===== src/rtl/nmp_pkg.sv =====
package nmp_pkg;
  // sync kind code for which the polarity bits are honoured
  localparam int unsigned POL_SYNC_CODE = 3;

  typedef struct packed {
    logic pos_h;
    logic pos_v;
    logic ilace;
  } mode_flags_t;
endpackage


===== src/rtl/nmp_axis.sv =====
module nmp_axis #(
  parameter int ACT_W  = 12,
  parameter int BLK_W  = 12,
  parameter int OFF_W  = 10,
  parameter int SWID_W = 10,
  parameter int SPAN_W = ACT_W + 2
) (
  input  logic [ACT_W-1:0]  act,
  input  logic [BLK_W-1:0]  blank,
  input  logic [OFF_W-1:0]  soff,
  input  logic [SWID_W-1:0] swid,
  output logic [SPAN_W-1:0] disp,
  output logic [SPAN_W-1:0] sstart,
  output logic [SPAN_W-1:0] send,
  output logic [SPAN_W-1:0] total
);
  always_comb begin
    disp   = SPAN_W'(act);
    sstart = SPAN_W'(act) + SPAN_W'(soff);
    send   = sstart + SPAN_W'(swid);
    total  = SPAN_W'(act) + SPAN_W'(blank);
  end
endmodule


===== src/rtl/nmp_flags.sv =====
module nmp_flags #(
  parameter int SYNC_W = 2
) (
  input  logic [SYNC_W-1:0]   sync_kind,
  input  logic [1:0]          misc,
  input  logic                ilace,
  output nmp_pkg::mode_flags_t flags
);
  logic pol_honoured;
  assign pol_honoured = (sync_kind == SYNC_W'(nmp_pkg::POL_SYNC_CODE));

  always_comb begin
    flags.pos_h = pol_honoured & misc[0];
    flags.pos_v = pol_honoured & misc[1];
    flags.ilace = ilace;
  end
endmodule


===== src/rtl/nmp_judge.sv =====
module nmp_judge #(
  parameter int SPAN_W = 14,
  parameter int MIN_H  = 640,
  parameter int MIN_V  = 480
) (
  input  logic [SPAN_W-1:0] h_disp,
  input  logic [SPAN_W-1:0] v_disp,
  output logic              usable
);
  logic kept;
  assign kept   = (h_disp != '0);
  assign usable = kept && (h_disp >= SPAN_W'(MIN_H)) && (v_disp >= SPAN_W'(MIN_V));
endmodule


===== src/rtl/native_mode_pick.sv =====
module native_mode_pick #(
  parameter int ACT_W      = 12,
  parameter int BLK_W      = 12,
  parameter int OFF_W      = 10,
  parameter int SWID_W     = 10,
  parameter int PCLK_W     = 16,
  parameter int SYNC_W     = 2,
  parameter int MIN_H      = 640,
  parameter int MIN_V      = 480,
  parameter int PCLK_SCALE = 10
) (
  input  logic                     clk,
  input  logic                     rst_n,
  input  logic                     start,
  input  logic                     d_valid,
  output logic                     d_ready,
  input  logic                     d_last,
  input  logic signed [PCLK_W-1:0] d_pclk,
  input  logic [ACT_W-1:0]         d_h_act,
  input  logic [BLK_W-1:0]         d_h_blank,
  input  logic [OFF_W-1:0]         d_h_soff,
  input  logic [SWID_W-1:0]        d_h_swid,
  input  logic [ACT_W-1:0]         d_v_act,
  input  logic [BLK_W-1:0]         d_v_blank,
  input  logic [OFF_W-1:0]         d_v_soff,
  input  logic [SWID_W-1:0]        d_v_swid,
  input  logic [SYNC_W-1:0]        d_sync_kind,
  input  logic [1:0]               d_misc,
  input  logic                     d_ilace,
  output logic [PCLK_W+3:0]        m_pclk,
  output logic [ACT_W+1:0]         m_h_disp,
  output logic [ACT_W+1:0]         m_h_ss,
  output logic [ACT_W+1:0]         m_h_se,
  output logic [ACT_W+1:0]         m_h_tot,
  output logic [ACT_W+1:0]         m_v_disp,
  output logic [ACT_W+1:0]         m_v_ss,
  output logic [ACT_W+1:0]         m_v_se,
  output logic [ACT_W+1:0]         m_v_tot,
  output logic                     m_pos_h,
  output logic                     m_pos_v,
  output logic                     m_ilace,
  output logic                     done,
  output logic                     result_valid,
  output logic                     error
);
  localparam int SPAN_W     = ACT_W + 2;
  localparam int PCLK_OUT_W = PCLK_W + 4;
  localparam int N_AXIS     = 2;

  // per-axis descriptor fields, index 0 horizontal, 1 vertical
  logic [ACT_W-1:0]  ax_act   [N_AXIS];
  logic [BLK_W-1:0]  ax_blank [N_AXIS];
  logic [OFF_W-1:0]  ax_soff  [N_AXIS];
  logic [SWID_W-1:0] ax_swid  [N_AXIS];
  logic [SPAN_W-1:0] ax_disp  [N_AXIS];
  logic [SPAN_W-1:0] ax_ss    [N_AXIS];
  logic [SPAN_W-1:0] ax_se    [N_AXIS];
  logic [SPAN_W-1:0] ax_tot   [N_AXIS];

  assign ax_act[0]   = d_h_act;
  assign ax_blank[0] = d_h_blank;
  assign ax_soff[0]  = d_h_soff;
  assign ax_swid[0]  = d_h_swid;
  assign ax_act[1]   = d_v_act;
  assign ax_blank[1] = d_v_blank;
  assign ax_soff[1]  = d_v_soff;
  assign ax_swid[1]  = d_v_swid;

  for (genvar a = 0; a < N_AXIS; a++) begin : g_axis
    nmp_axis #(
      .ACT_W (ACT_W),
      .BLK_W (BLK_W),
      .OFF_W (OFF_W),
      .SWID_W(SWID_W),
      .SPAN_W(SPAN_W)
    ) u_axis (
      .act   (ax_act[a]),
      .blank (ax_blank[a]),
      .soff  (ax_soff[a]),
      .swid  (ax_swid[a]),
      .disp  (ax_disp[a]),
      .sstart(ax_ss[a]),
      .send  (ax_se[a]),
      .total (ax_tot[a])
    );
  end

  nmp_pkg::mode_flags_t cand_flags;

  nmp_flags #(.SYNC_W(SYNC_W)) u_flags (
    .sync_kind(d_sync_kind),
    .misc     (d_misc),
    .ilace    (d_ilace),
    .flags    (cand_flags)
  );

  // handshake and candidate selection
  logic beat, clock_ok, wider, take;
  assign d_ready  = !start;
  assign beat     = d_valid && d_ready;
  assign clock_ok = (d_pclk > 0);
  assign wider    = (ax_disp[0] > m_h_disp);
  assign take     = beat && clock_ok && wider;

  logic [PCLK_OUT_W-1:0] pclk_scaled;
  assign pclk_scaled = PCLK_OUT_W'($unsigned(d_pclk)) * PCLK_OUT_W'(PCLK_SCALE);

  // verdict uses the kept size as it will stand after this beat
  logic [SPAN_W-1:0] nxt_h_disp, nxt_v_disp;
  logic              nxt_usable;
  assign nxt_h_disp = take ? ax_disp[0] : m_h_disp;
  assign nxt_v_disp = take ? ax_disp[1] : m_v_disp;

  nmp_judge #(
    .SPAN_W(SPAN_W),
    .MIN_H (MIN_H),
    .MIN_V (MIN_V)
  ) u_judge (
    .h_disp(nxt_h_disp),
    .v_disp(nxt_v_disp),
    .usable(nxt_usable)
  );

  always_ff @(posedge clk or negedge rst_n) begin
    if (!rst_n) begin
      m_pclk       <= '0;
      m_h_disp     <= '0;
      m_h_ss       <= '0;
      m_h_se       <= '0;
      m_h_tot      <= '0;
      m_v_disp     <= '0;
      m_v_ss       <= '0;
      m_v_se       <= '0;
      m_v_tot      <= '0;
      m_pos_h      <= 1'b0;
      m_pos_v      <= 1'b0;
      m_ilace      <= 1'b0;
      done         <= 1'b0;
      result_valid <= 1'b0;
      error        <= 1'b0;
    end else begin
      done         <= 1'b0;
      result_valid <= 1'b0;
      error        <= 1'b0;
      if (start) begin
        m_pclk   <= '0;
        m_h_disp <= '0;
        m_h_ss   <= '0;
        m_h_se   <= '0;
        m_h_tot  <= '0;
        m_v_disp <= '0;
        m_v_ss   <= '0;
        m_v_se   <= '0;
        m_v_tot  <= '0;
        m_pos_h  <= 1'b0;
        m_pos_v  <= 1'b0;
        m_ilace  <= 1'b0;
      end else begin
        if (take) begin
          m_pclk   <= pclk_scaled;
          m_h_disp <= ax_disp[0];
          m_h_ss   <= ax_ss[0];
          m_h_se   <= ax_se[0];
          m_h_tot  <= ax_tot[0];
          m_v_disp <= ax_disp[1];
          m_v_ss   <= ax_ss[1];
          m_v_se   <= ax_se[1];
          m_v_tot  <= ax_tot[1];
          m_pos_h  <= cand_flags.pos_h;
          m_pos_v  <= cand_flags.pos_v;
          m_ilace  <= cand_flags.ilace;
        end
        if (beat && d_last) begin
          done         <= 1'b1;
          result_valid <= nxt_usable;
          error        <= !nxt_usable;
        end
      end
    end
  end
endmodule


===== config.mk =====
export PLATFORM = sky130hd
export DESIGN_NAME = native_mode_pick
export DESIGN_NICKNAME = d
export VERILOG_FILES = /design/src/rtl/nmp_pkg.sv /design/src/rtl/nmp_axis.sv /design/src/rtl/nmp_flags.sv /design/src/rtl/nmp_judge.sv /design/src/rtl/native_mode_pick.sv
export SDC_FILE = /design/constraint.sdc
export NUM_CORES = 1
export LEC_CHECK = 0
export ABC_CLOCK_PERIOD_IN_PS = 5000
export BUFFER_PORTS_ARGS = -buffer_cell sky130_fd_sc_hd__buf_4
export CAP_MARGIN = 20
export CORE_UTILIZATION = 40
export DETAILED_ROUTE_END_ITERATION = 8
export HOLD_SLACK_MARGIN = 0.03
export PLACE_DENSITY_LB_ADDON = 0.3
export SETUP_SLACK_MARGIN = 0.1
export SYNTH_ARGS = -nofsm -noshare
export SYNTH_HDL_FRONTEND = slang
export SYNTH_SLANG_ARGS = --single-unit

===== constraint.sdc =====
create_clock -name clk -period 5 [get_ports clk]
set_input_delay 1.25 -clock clk [delete_from_list [all_inputs] [get_ports clk]]
set_output_delay 1.25 -clock clk [all_outputs]
set_load 0.05 [all_outputs]

==> flow_metrics.tcl <==
set metrics [dict create \
    cap_violations 0 \
    dp_cells 1584 \
    critPathBufInv 2 \
    die_y_um 158 \
    rsz0062_at_grt "false" \
    cts_setup_buffers 0 \
    drt_iter0_drc 589 \
    finalCritPeriodShare_pct 83.8 \
    run_status "completed" \
    clock_latency_ns 0.42 \
    route.met2.wl_mm 15.0 \
    preCtsSetupSlack_ns 0.464 \
    cp-start-kind "primary input" \
    dp_hpwl_mm 23.1 \
    grt_usage_pct 25.9 \
    numCtsBuffers 17 \
    critical-path-top-delay-family "simple AND/OR/NAND/NOR gates" \
    crit_type "in2reg" \
    crit_chain "buf_4, ha_1, inv_1, fa_1, nor2b_1, nor4_1, nor2_1, nor2_1, xnor2_1, ha_1, or4_1, a211oi_2, or2_2, o2111ai_1, and3_1, o31ai_2" \
    cts_hold_buffers 0 \
    fin_setup_tns_ns 0 \
    setup_ws_ns 0.810 \
    io_pins 253 \
    cts-root-buf "clkbuf_16" \
    fmax_mhz 239 \
    vias_per_cell 5.74 \
    r2r_start "m_h_disp[8]" \
    dieArea_mm2 0.0249 \
    grt_overflow_total 0 \
    routed.top_layer "met4" \
    hp-start "m_pos_v" \
    grt_pass1_vias 8901 \
    yosysUniqueCellTypes 67 \
    cts.clk_slew.worst_paths_ns 0.06 \
    required_ns 5.32 \
    diodes 0 \
    grt_max_degree 92 \
    wl_met3_mm 2.56 \
    synthArstFlopShare_pct 100 \
    endpoint_kind "flop" \
    synth_top_area_cell "dfrtp_1" \
    clock_path_buffers 2 \
    fin_nets 1509 \
    wl_per_cell_um 19.7 \
    finalWirelength_mm 31.9 \
    drt-met1-wl_mm 13.7 \
    die_w_um 158 \
    antenna_found_initial 0 \
    syn_avg_cell_area_um2 9.12 \
    crit_path_max_incr_delay_ns 0.54 \
    cellPowerDensity_mw_per_mm2 312 \
    grt_pass1_wl_mm 49.2 \
    io_buffers 247 \
    ys_ff_latch 133 \
    vias 9282 \
    synth_edf_count 0 \
    synth_area_leaders "dfrtp_1 34%, ha_1 13%, o21ai_0 5.3%" \
    yosys-top-cells-count "133 x dfrtp_1, 104 x ha_1, 103 x o21ai_0" \
    crit_start "d_h_act[0]" \
    area_growth_syn_to_layout_pct 28.4 \
    ir_drop_mv 0.200 \
    synthFlopType "dfrtp_1" \
    finalSetupViolCount 0 \
    hold_class "reg2reg" \
    cts_tree "yes" \
    netlist_instances 1064 \
    hold_viol 0 \
    tightest_slew_ns 1.05 \
    initial_utilization_pct 41.1 \
    slew_viol_final 0 \
    min_period_ns 4.19 \
    antenna_left 0 \
    cts_resized 0 \
    leakage_nw 5.95 \
    final_cells 1616 \
    crit_fanout 4 \
    yosysWarnings 0 \
    first_pass_iters 5 \
    coreArea_mm2 0.0236 \
    arrival_ns 4.51 \
    clock_sinks 133 \
    relSlewSlack_pct 30.3 \
    synthMostInstantiatedCell "dfrtp_1" \
    cts_htree_levels 4 \
    cpMaxStageDelayCell "or4_1" \
    std_cell_rows 56 \
    ys_seq_area_share_pct 34.3 \
    synth_area_mm2 0.00971 \
    finalWeightedCongestion 0.920 \
    remaining_drc_errors 0 \
    layout-drive-gt1-share_pct 27.5 \
    fin_worst_skew_ns 0.00894 \
    yosysTopAreaCellShare_pct 34.3 \
]
==> cell usage in the layout (no fill, tap or decap), types with 11 or more instances in the layout <==
cell type  netlist  layout
xor2_1          18      18
a21oi_1         63      62
nor3_1          40      40
o21a_1          25      25
nand2_1         57      56
nor2_1          35      34
xnor2_1         30      30
o211ai_1        40      40
a21o_1          21      20
dfrtp_1        133     133
a211oi_1        19      18
inv_1           46      46
nand3_1         63      63
nor2b_1         21      21
o31ai_1         17      17
o21ai_0        103     103
ha_1           104     104
and3_1          16      16
buf_4            9     252
nor4_1          11      11
a31o_2          38      38
clkbuf_16        0      17
==> kinds of logic (layout without fill, tap and decap cells) <==
| logic type | after synthesis | after routing | share of synthesized area [%] |
|---|---|---|---|
| AO/OA/AOI/OAI | 375 | 375 | 26.1 |
| XOR/XNOR | 48 | 48 | 4.33 |
| adder cells (fa/ha/maj) | 111 | 111 | 14.8 |
| buffers and inverters | 107 | 336 | 4.73 |
| flip-flops | 133 | 133 | 34.3 |
| multiplexers | 10 | 10 | 1.15 |
| other | 1 | 5 | 0.0386 |
| AND/OR/NAND/NOR | 279 | 279 | 14.6 |
==> layer usage <==
metal,GRT usage (%),vias to the layer above
li1,-,4436
met1,33.5,4452
met2,42.6,358
met3,6.21,36
met4,7.44,0
met5,0,-
==> registers in the layout, summed over array words and instances, names as in the netlist <==
| register | cells |
|---|---|
| m_pclk | 19 |
| m_h_disp | 14 |
| m_h_se | 14 |
| m_v_disp | 14 |
| m_v_se | 14 |
| m_h_ss | 13 |
| m_h_tot | 13 |
| m_v_ss | 13 |
| m_v_tot | 13 |
| done | 1 |
| error | 1 |
| m_ilace | 1 |
| m_pos_h | 1 |
| m_pos_v | 1 |
| result_valid | 1 |
==> stage by stage <==
step	hold slack, ns	power [W]	instance area, um^2	utilization (%)
6_report	0.518	0.00390	12500	52.8
5_1_grt	0.539	0.00409	12500	52.8
4_1_cts	0.521	0.00391	12500	52.8
3_5_place_dp	0.509	0.00258	11900	50.2
3_3_place_gp	0.502	0.00257	11900	50.2
2_1_floorplan	0.772	0.00215	9720	-
==> area by class of cell <==
| class | instances | area (um^2) |
|---|---|---|
| Fill cell | 2208 | 11100 |
| Multi-Input combinational cell | 828 | 5970 |
| Sequential cell | 133 | 3330 |
| Timing Repair Buffer | 257 | 1980 |
| Clock buffer | 21 | 460 |
| Tap cell | 319 | 399 |
| Inverter | 47 | 178 |
| Clock inverter | 11 | 149 |
==> power breakdown <==
part | internal, W | leakage, nW | switching, W
sequential | 0.00114 | 1.82 | 0.0000422
combinational | 0.000519 | 3.84 | 0.000871
clock | 0.000814 | 0.290 | 0.000508
total | 0.00248 | 5.95 | 0.00142
==> worst paths after layout <==
path                                to  slack, ns  cells past startpoint
max reg2reg                      error       2.03                      8
min in group asynchronous    m_h_se[0]       0.82                      1
max                         m_h_se[11]       0.81                     16
min reg2reg                    m_pos_v       0.52                      1
min                            m_pos_v       0.52                      1
max in group asynchronous  m_v_disp[6]       3.17                      2
(Power assumes the default switching activity.)
